### src/rtl/usbEpPkg.sv
package usbEpPkg;
  localparam logic ADDR_CTRL = 1'b0;
  localparam logic ADDR_FIFO = 1'b1;

  localparam int EN_BIT       = 0;
  localparam int STALL_BIT    = 1;
  localparam int STALL_CLR_BIT = 2;
  localparam int TOG_RST_BIT  = 3;
  localparam int TOG_RD_BIT   = 4;

  typedef struct packed {
    logic enWr;
    logic enVal;
    logic stallSet;
    logic stallClr;
    logic togRst;
    logic togFlip;
    logic busRst;
    logic fifoWr;
    logic fifoVal;
  } epStrobe_t;
endpackage

### src/rtl/usbEpCtrl.sv
module usbEpCtrl
  import usbEpPkg::*;
#(
  parameter int NUM_EP = 7,
  parameter int DW     = 8,
  parameter int EPW    = 3
) (
  input  logic                   regWe,
  input  logic                   regAddr,
  input  logic [EPW-1:0]         epSel,
  input  logic [DW-1:0]          wdata,
  input  logic                   setupRcvd,
  input  logic [EPW-1:0]         setupEp,
  input  logic                   xferDone,
  input  logic [EPW-1:0]         xferEp,
  input  logic                   busReset,
  output epStrobe_t [NUM_EP-1:0] strb
);
  logic ctrlWr;
  logic fifoWr;

  assign ctrlWr = regWe && (regAddr == ADDR_CTRL);
  assign fifoWr = regWe && (regAddr == ADDR_FIFO);

  for (genvar e = 0; e < NUM_EP; e++) begin : g_ep
    logic hit;
    logic setupHit;
    assign hit      = ctrlWr && (epSel == EPW'(e));
    assign setupHit = setupRcvd && (setupEp == EPW'(e));

    always_comb begin
      strb[e].enWr     = hit;
      strb[e].enVal    = wdata[EN_BIT];
      strb[e].stallSet = hit && wdata[STALL_BIT];
      strb[e].stallClr = (hit && wdata[STALL_CLR_BIT]) || setupHit;
      strb[e].togRst   = hit && wdata[TOG_RST_BIT];
      strb[e].togFlip  = xferDone && (xferEp == EPW'(e));
      strb[e].busRst   = busReset;
      strb[e].fifoWr   = fifoWr;
      strb[e].fifoVal  = wdata[e];
    end
  end
endmodule

### src/rtl/usbEpData.sv
module usbEpData
  import usbEpPkg::*;
#(
  parameter int NUM_EP = 7,
  parameter int DW     = 8,
  parameter int EPW    = 3
) (
  input  logic                   clk,
  input  logic                   rst_n,
  input  epStrobe_t [NUM_EP-1:0] strb,
  input  logic                   regAddr,
  input  logic [EPW-1:0]         epSel,
  output logic [NUM_EP-1:0]      enOut,
  output logic [NUM_EP-1:0]      stallOut,
  output logic [NUM_EP-1:0]      toggleOut,
  output logic [NUM_EP-1:0]      fifoRstOut,
  output logic [DW-1:0]          rdata
);
  logic [NUM_EP-1:0] en, stall, tog, fifoRst;

  for (genvar e = 0; e < NUM_EP; e++) begin : g_ep
    localparam logic EN_INIT = (e == 0);

    always_ff @(posedge clk or negedge rst_n) begin
      if (!rst_n) begin
        en[e]      <= EN_INIT;
        stall[e]   <= 1'b0;
        tog[e]     <= 1'b0;
        fifoRst[e] <= 1'b0;
      end else begin
        if (strb[e].busRst) begin
          en[e]    <= EN_INIT;
          stall[e] <= 1'b0;
          tog[e]   <= 1'b0;
        end else begin
          if (strb[e].enWr) en[e] <= strb[e].enVal;
          if (strb[e].stallClr) stall[e] <= 1'b0;
          else if (strb[e].stallSet) stall[e] <= 1'b1;
          if (strb[e].togRst) tog[e] <= 1'b0;
          else if (strb[e].togFlip && en[e]) tog[e] <= ~tog[e];
        end
        if (strb[e].fifoWr) fifoRst[e] <= strb[e].fifoVal;
      end
    end


    tog_rst_chk: assert property (@(posedge clk) disable iff (!rst_n)
      strb[e].togRst |=> !tog[e]);


    stall_rise_chk: assert property (@(posedge clk) disable iff (!rst_n)
      $rose(stall[e]) |-> $past(strb[e].stallSet));


    fifo_hold_chk: assert property (@(posedge clk) disable iff (!rst_n)
      !strb[e].fifoWr |=> $stable(fifoRst[e]));
  end

  always_comb begin
    rdata = '0;
    if (regAddr == ADDR_FIFO) begin
      rdata[NUM_EP-1:0] = fifoRst;
    end else begin
      for (int e = 0; e < NUM_EP; e++) begin
        if (epSel == EPW'(e)) begin
          rdata[EN_BIT]     = en[e];
          rdata[STALL_BIT]  = stall[e];
          rdata[TOG_RD_BIT] = tog[e];
        end
      end
    end
  end

  assign enOut      = en;
  assign stallOut   = stall;
  assign toggleOut  = tog;
  assign fifoRstOut = fifoRst;


  bus_rst_chk: assert property (@(posedge clk) disable iff (!rst_n)
    strb[0].busRst |=> (en[0] && stall == '0 && tog == '0));
endmodule

### src/rtl/usbEpRegs.sv
module usbEpRegs
  import usbEpPkg::*;
#(
  parameter int NUM_EP = 7,
  parameter int DW     = 8,
  localparam int EPW   = (NUM_EP > 1) ? $clog2(NUM_EP + 1) : 1
) (
  input  logic              clk,
  input  logic              rst_n,
  input  logic              regWe,
  input  logic              regAddr,
  input  logic [EPW-1:0]    epSel,
  input  logic [DW-1:0]     wdata,
  output logic [DW-1:0]     rdata,
  input  logic              setupRcvd,
  input  logic [EPW-1:0]    setupEp,
  input  logic              xferDone,
  input  logic [EPW-1:0]    xferEp,
  input  logic              busReset,
  output logic [NUM_EP-1:0] enOut,
  output logic [NUM_EP-1:0] stallOut,
  output logic [NUM_EP-1:0] toggleOut,
  output logic [NUM_EP-1:0] fifoRstOut
);
  epStrobe_t [NUM_EP-1:0] strb;

  usbEpCtrl #(.NUM_EP(NUM_EP), .DW(DW), .EPW(EPW)) u_ctrl (
    .regWe(regWe), .regAddr(regAddr), .epSel(epSel), .wdata(wdata),
    .setupRcvd(setupRcvd), .setupEp(setupEp),
    .xferDone(xferDone), .xferEp(xferEp),
    .busReset(busReset), .strb(strb)
  );

  usbEpData #(.NUM_EP(NUM_EP), .DW(DW), .EPW(EPW)) u_data (
    .clk(clk), .rst_n(rst_n), .strb(strb),
    .regAddr(regAddr), .epSel(epSel),
    .enOut(enOut), .stallOut(stallOut), .toggleOut(toggleOut),
    .fifoRstOut(fifoRstOut), .rdata(rdata)
  );

  for (genvar e = 0; e < NUM_EP; e++) begin : g_chk

    setup_clr_chk: assert property (@(posedge clk) disable iff (!rst_n)
      (setupRcvd && setupEp == EPW'(e)) |=> !stallOut[e]);
  end
endmodule

### config.mk
export PLATFORM = sky130hd
export DESIGN_NAME = usbEpRegs
export DESIGN_NICKNAME = d
export VERILOG_FILES = /design/src/rtl/usbEpPkg.sv /design/src/rtl/usbEpCtrl.sv /design/src/rtl/usbEpData.sv /design/src/rtl/usbEpRegs.sv
export SDC_FILE = /design/constraint.sdc
export NUM_CORES = 1
export LEC_CHECK = 0
export ABC_AREA = 1
export BUFFER_PORTS_ARGS = -buffer_cell sky130_fd_sc_hd__buf_2
export CAP_MARGIN = 20
export CORE_ASPECT_RATIO = 0.9
export CORE_MARGIN = 2
export CORE_UTILIZATION = 25
export CTS_CLUSTER_DIAMETER = 30
export DETAILED_ROUTE_END_ITERATION = 8
export MAX_ROUTING_LAYER = met4
export SLEW_MARGIN = 10
export SYNTH_ARGS = -nofsm -noshare
export SYNTH_HDL_FRONTEND = slang
export SYNTH_SLANG_ARGS = --single-unit
### constraint.sdc
create_clock -name clk -period 2.5 [get_ports clk]
set_input_delay 0.25 -clock clk [delete_from_list [all_inputs] [get_ports clk]]
set_output_delay 0.25 -clock clk [all_outputs]
set_load 0.1 [all_outputs]
==> summary.md, run 1 <==
| Metric | Value |
|---|---|
| Number of sinks on the clock net | `28` |
| Biggest area consumer among synthesized cells | `sky130_fd_sc_hd__dfrtp_1` |
| Standard-cell rows | `28` |
| IR drop worst, VDD | `0.250 mV` |
| Most common cell after layout, fill and taps aside | `sky130_fd_sc_hd__buf_2` |
| First-pass GRT wire length | `8220 um` |
| Critical R2R Capture | `u_data.toggleOut[2]` |
| RD Place Congestion | `0.839` |
| Overflow left after global routing | `0` |
| Internal power | `0.752 mW` |
| Hold-fix buffers at CTS | `0` |
| Total power per unit cell area | `582 nW/um2` |
| Clock latency on the worst-skew pair | `280 ps` |
| Worst Hold Margin | `-16.1 ps` |
| CTS H-Tree Depth | `1` |
| Sequential area share after synthesis | `40.5%` |
| Switch share | `39.9%` |
| Unrepaired setup endpoints after global routing | `no` |
| 1st-iter DRT viols | `110` |
| Share of power burned in combinational logic | `31.5%` |
| Flop2flop setup slack | `1410 ps` |
| Type of element capturing the critical path | `primary output` |
| Data arrival time of the critical path | `1660 ps` |
| Post-Place Cell Area | `2080 um2` |
| Area share of xor/xnor cells in the synthesized design | `2.02%` |
| Slew HR | `55.7%` |
| Die Y-Extent | `83.0 um` |
| Failing checks | `hold timing` |
| Number of remaining DRC errors | `0` |
| Cell Area, Synth | `1730 um2` |
| Setup violators final | `0` |
| Maximum number of pins on one net before global-route repair | `29` |
| Leakage | `1.14 nW` |
| Path category of the worst min-delay check | `in2async` |
| Combinational family with the most area after synthesis | `simple AND/OR/NAND/NOR gates` |
| Routed length on met1 | `2550 um` |
| Fraction of post-synthesis cell area in the top cell type by area | `39.0%` |
| Amount of wire on met3 after detailed routing | `221 um` |
| Synthesized area per cell | `7.22 um2` |
| Compound-gate portion of the synthesized area | `13.9%` |
| Number of global-route vias before repair | `1,663` |
| Core Region | `6660 um2` |
| Proportion of synthesized area in mux cells | `1.95%` |
| Length of routed met2 wiring | `2220 um` |
| Number of nets at the end of the flow | `319` |
| Maximum fanout encountered on the critical timing path | `4` |
| Worst Max-Slew Pin Slew | `664 ps` |
| Antenna Violating Nets Remaining | `0` |
| Ant. Diodes | `0` |
| Critical setup path kind | `reg2out` |
| Final-report hold violation count | `27` |
| Number of unique standard cell types used by synthesis | `28` |
| Number of antenna violations at the first check in global routing | `0` |
| Worst Skew | `3.07 ps` |
| Count of TritonRoute iterations in the first routing pass | `4` |
| Post-route setup slack | `589 ps` |
| Cell at the root of the clock tree | `sky130_fd_sc_hd__clkbuf_8` |
| Required time at the worst-slack endpoint | `2250 ps` |
| Clock share of power | `29.6%` |
| Max Clk Rate | `523 MHz` |
| Maximum clock insertion buffer count | `2` |
| Port Buffer Count | `57` |
| Post-route cell area | `2150 um2` |
| Switching power | `0.499 mW` |
| Max-slew violation count | `0` |
| TritonCTS clock tree | `done` |
| Half-perimeter wire length after detailed placement | `3990 um` |
| Vias | `1,723` |
| Number of top-level pins | `60` |
| Setup_tns | `0 ps` |
| Outcome | `finished with violations` |
| Highest routed layer | `met4` |
| Leading cell types by total area after synthesis | `sky130_fd_sc_hd__dfrtp_1 (39%), sky130_fd_sc_hd__inv_1 (9.1%), sky130_fd_sc_hd__nand2_1 (8.7%)` |
| Area Growth Syn to Fin | `24.0%` |
| Max-Cap Viols | `0` |
| Synth Instances | `240` |
| Startpoint of the most critical register-to-register path | `u_data.enOut[2]` |
| # resized after CTS | `0` |
| Worst setup slack after placement | `640 ps` |
| Post-Synthesis Net Count | `264` |
| Initial Util | `26.0%` |
| Final worst path period share | `76.4%` |
| Layout cells sized above 1 | `26.2%` |
| Number of placed instances, taps included | `380` |
| Number of synthesis warnings | `0` |
| Adder-Cell Fraction of Synth Area | `0%` |
| Clk slew on worst S/H paths | `100 ps` |
| Flop pwr share | `38.9%` |
| Vias per cell | `4.49` |
| Clock period minus worst slack | `1910 ps` |
| Floorplan die width | `91.8 um` |
| Routed wire length per instance | `13.1 um` |
| Total routing usage reported by global routing | `13.6%` |
| FF-to-FF path depth | `4` |
| Simple-gate share of the synthesized area | `28.0%` |
| Post-synthesis register bit count | `28` |
| Startpoint kind of the worst setup timing path | `flop` |
| Non-Filler Instances | `384` |
| CTS Buf Count | `3` |
| Utilization of the core after routing | `32.3%` |
| Die outline area | `7610 um2` |
| Pwr Total | `1.25 mW` |
| Detailed Route WL | `5030 um` |
| Post-CTS setup buffer count | `0` |
| Commonest non-fill, non-tap cells in the layout | `sky130_fd_sc_hd__buf_2 (57), sky130_fd_sc_hd__inv_1 (42), sky130_fd_sc_hd__nand2_1 (40)` |
==> registers in the layout (all words and copies together) (netlist names) <==
register,cells
u_data.enOut,7
u_data.toggleOut,7
u_data.stallOut,7
u_data.fifoRstOut,7
==> cell usage after synthesis <==
cell type / n
sky130_fd_sc_hd__a211oi_1: 1
sky130_fd_sc_hd__a21oi_1: 16
sky130_fd_sc_hd__a31oi_1: 3
sky130_fd_sc_hd__buf_2: 3
sky130_fd_sc_hd__buf_4: 2
sky130_fd_sc_hd__buf_6: 2
sky130_fd_sc_hd__clkinv_2: 1
sky130_fd_sc_hd__conb_1: 1
sky130_fd_sc_hd__dfrtp_1: 27
sky130_fd_sc_hd__dfstp_2: 1
sky130_fd_sc_hd__inv_1: 42
sky130_fd_sc_hd__inv_2: 2
sky130_fd_sc_hd__inv_6: 1
sky130_fd_sc_hd__mux2_2: 3
sky130_fd_sc_hd__nand2_1: 40
sky130_fd_sc_hd__nand2_4: 1
sky130_fd_sc_hd__nand3_1: 19
sky130_fd_sc_hd__nand4_1: 11
sky130_fd_sc_hd__nand4_2: 1
sky130_fd_sc_hd__nor2_1: 24
sky130_fd_sc_hd__nor2_2: 1
sky130_fd_sc_hd__nor2_4: 1
sky130_fd_sc_hd__nor3_1: 3
sky130_fd_sc_hd__o21ai_0: 25
sky130_fd_sc_hd__o21ba_2: 1
sky130_fd_sc_hd__or2_0: 1
sky130_fd_sc_hd__or2_2: 3
sky130_fd_sc_hd__xor2_1: 4
==> area by class of cell <==
type | instances | area (um2)
Clock buffer | 3 | 41.3
Clock inverter | 1 | 30.0
Fill cell | 768 | 4510
Inverter | 46 | 179
Multi-Input combinational cell | 159 | 800
Sequential cell | 28 | 702
Tap cell | 90 | 113
Timing Repair Buffer | 57 | 285
==> critical path, stage by stage, from the launching register on <==
cell,delay [ps]
sky130_fd_sc_hd__dfstp_2,590
sky130_fd_sc_hd__nand3_1,80
sky130_fd_sc_hd__nand2_1,80
sky130_fd_sc_hd__nor2_1,50
sky130_fd_sc_hd__nand4_1,70
sky130_fd_sc_hd__nand2_1,50
sky130_fd_sc_hd__inv_1,50
sky130_fd_sc_hd__buf_2,410
==> power by group through the flow <==
stage	Clock, mW	Combinational, mW	Sequential (mW)
after floorplan	0	0.177	0.633
after global placement	0	0.393	0.494
after detailed placement	0	0.396	0.496
after CTS	0.382	0.397	0.487
after global routing	0.401	0.419	0.491
final	0.370	0.394	0.487
==> per-layer routing <==
layer,up-vias,track usage [%]
met5,-,-
met3,4,2.18
li1,883,-
met2,52,20.6
met4,0,2.58
met1,784,19.3
==> worst max-delay path by stage <==
stage / depth (start not counted) / endpoint / slack (ps) / from
after floorplan: 6 / rdata[4] / 270 / u_data.toggleOut[5]
after global placement: 9 / rdata[4] / 680 / epSel[0]
after detailed placement: 9 / rdata[4] / 640 / epSel[0]
after CTS: 7 / rdata[0] / 570 / u_data.enOut[0]
after global routing: 7 / rdata[0] / 450 / u_data.enOut[0]
final: 7 / rdata[0] / 590 / u_data.enOut[0]
==> logic make-up after synthesis <==
family	Yosys count
simple gates	105
buf+inv	53
compound gates	46
flops	28
xor+xnor	4
mux	3
other cells	1
No activity file was read; power rests on OpenSTA's default activity.
==> run 2: changes to the inputs <==
Clock period 2.5 ns to 1.6 ns, I/O delays scaled along.
==> run 2 against run 1 <==
The run ends with setup timing left. Design area rose by 8.2%. Critical path depth did not move. Setup slack worse by 700 ps. Global-route usage grew 0.23 points. Die area stayed put. Sequential share of layout area is 0.16 points lower. First-iteration DRC count down 1.8%. Register-to-register slack lost 1000 ps. Critical endpoint unchanged. Final cell count up 1.6%.
==> summary.md, run 2 (same netlist as run 1, synthesis figures left out) <==
| Metric | Value |
|---|---|
| Number of top-level pins | `60` |
| Max Clk Rate | `585 MHz` |
| Antenna Violating Nets Remaining | `0` |
| Unrepaired setup endpoints after global routing | `yes` |
| Worst Max-Slew Pin Slew | `654 ps` |
| Required time at the worst-slack endpoint | `1440 ps` |
| Final-report hold violation count | `0` |
| Commonest non-fill, non-tap cells in the layout | `sky130_fd_sc_hd__buf_2 (53), sky130_fd_sc_hd__inv_1 (40), sky130_fd_sc_hd__nand2_1 (38)` |
| Clock latency on the worst-skew pair | `280 ps` |
| Die Y-Extent | `83.0 um` |
| Total power per unit cell area | `858 nW/um2` |
| Count of TritonRoute iterations in the first routing pass | `4` |
| Post-route setup slack | `-109 ps` |
| Floorplan die width | `91.8 um` |
| Port Buffer Count | `57` |
| Leakage | `1.13 nW` |
| CTS H-Tree Depth | `1` |
| Failing checks | `setup timing` |
| Total routing usage reported by global routing | `13.8%` |
| Non-Filler Instances | `390` |
| Routed length on met1 | `2440 um` |
| Max-slew violation count | `0` |
| Half-perimeter wire length after detailed placement | `3960 um` |
| Ant. Diodes | `0` |
| Number of nets at the end of the flow | `325` |
| Core Region | `6660 um2` |
| Vias | `1,780` |
| Number of placed instances, taps included | `380` |
| Data arrival time of the critical path | `1550 ps` |
| Initial Util | `26.0%` |
| Worst setup slack after placement | `116 ps` |
| Number of global-route vias before repair | `1,705` |
| Worst Hold Margin | `43.9 ps` |
| IR drop worst, VDD | `0.284 mV` |
| Routed wire length per instance | `12.9 um` |
| 1st-iter DRT viols | `108` |
| Path category of the worst min-delay check | `in2reg` |
| Highest routed layer | `met4` |
| RD Place Congestion | `0.844` |
| Slew HR | `56.4%` |
| Area Growth Syn to Fin | `34.2%` |
| CTS Buf Count | `3` |
| Length of routed met2 wiring | `2320 um` |
| Clk slew on worst S/H paths | `100 ps` |
| Standard-cell rows | `28` |
| Setup violators final | `2` |
| Overflow left after global routing | `0` |
| TritonCTS clock tree | `done` |
| Critical setup path kind | `reg2out` |
| Clock period minus worst slack | `1710 ps` |
| Number of antenna violations at the first check in global routing | `0` |
| Maximum fanout encountered on the critical timing path | `4` |
| Final worst path period share | `107%` |
| Worst Skew | `2.66 ps` |
| Maximum number of pins on one net before global-route repair | `29` |
| Layout cells sized above 1 | `38.7%` |
| First-pass GRT wire length | `8250 um` |
| Number of sinks on the clock net | `28` |
| Number of remaining DRC errors | `0` |
| Outcome | `finished with violations` |
| Max-Cap Viols | `0` |
| Type of element capturing the critical path | `primary output` |
| Die outline area | `7610 um2` |
| Detailed Route WL | `5050 um` |
| Startpoint kind of the worst setup timing path | `flop` |
| Maximum clock insertion buffer count | `2` |
| Vias per cell | `4.56` |
| Amount of wire on met3 after detailed routing | `244 um` |
| Cell at the root of the clock tree | `sky130_fd_sc_hd__clkbuf_8` |
| Most common cell after layout, fill and taps aside | `sky130_fd_sc_hd__buf_2` |
run 2: cell count changes in the layout (fill, tap and decap cells not counted), sizes merged:
cell,before,now
dlygate4sd3,0,1
inv,45,43
buf,57,62
clkinvlp,0,2
run 2: final timing paths:
check,start,end,slack [ps],cells after the start
max in group asynchronous,rst_n,u_data.fifoRstOut[1],680,2
hold / removal,wdata[2],u_data.stallOut[5],40,2
setup reg to reg,u_data.enOut[0],u_data.toggleOut[0],390,4
hold reg to reg,u_data.fifoRstOut[0],u_data.fifoRstOut[0],510,2
setup / recovery,u_data.enOut[2],rdata[0],-110,7
min in group asynchronous,rst_n,u_data.toggleOut[3],430,2
run 2: report_power, final:
group / total (mW) / internal (mW) / switching, mW
Sequential: 0.765 / 0.744 / 0.0215
Clock: 0.572 / 0.335 / 0.237
Combinational: 0.658 / 0.133 / 0.525
run 2: stage by stage:
stage	total power, mW	util [%]	area [um2]	TNS [ps]
6_report	2.00	34.9	2330	-167
5_1_grt	2.07	34.9	2330	-410
3_3_place_gp	1.43	32.9	2190	0
3_5_place_dp	1.44	32.9	2190	0
4_1_cts	2.01	34.8	2320	-199
2_1_floorplan	1.28	-	1800	-87.5
run 2: repair_timing:
| item | in CTS | in global routing |
|---|---|---|
| hold buffers | 1 | 0 |
| gates resized for setup | 3 | 3 |
| gates cloned | 0 | 0 |
| setup buffers | 5 | 0 |
| endpoints found under the setup margin | 2 | 3 |
| hold endpoints to repair | 27 | 0 |
| pin swaps | 3 | 5 |
run 2: area by class of cell:
| class | instances | area [um2] |
|---|---|---|
| multi-input cells | 159 | 820 |
| well taps | 90 | 113 |
| repair buffers | 63 | 380 |
| flip-flops and latches | 28 | 756 |
| clock buffers | 3 | 41.3 |
| inverters | 46 | 186 |
| fillers | 738 | 4330 |
| clock inverters | 1 | 30.0 |
run 2: layer usage:
metal | GRT usage (%) | vias up
met5 | - | -
met4 | 3.93 | 0
met3 | 1.81 | 4
met2 | 21.7 | 51
met1 | 18.7 | 829
li1 | - | 896
run 2: worst max-delay path, stage by stage, from the launching register on:
cell and delay (ps):
sky130_fd_sc_hd__dfrtp_4 510, sky130_fd_sc_hd__nand3_2 80, sky130_fd_sc_hd__nand2_1 50, sky130_fd_sc_hd__nor2_2 120
sky130_fd_sc_hd__nand4_1 100, sky130_fd_sc_hd__nand2_1 120, sky130_fd_sc_hd__clkinvlp_4 100, sky130_fd_sc_hd__buf_12 170
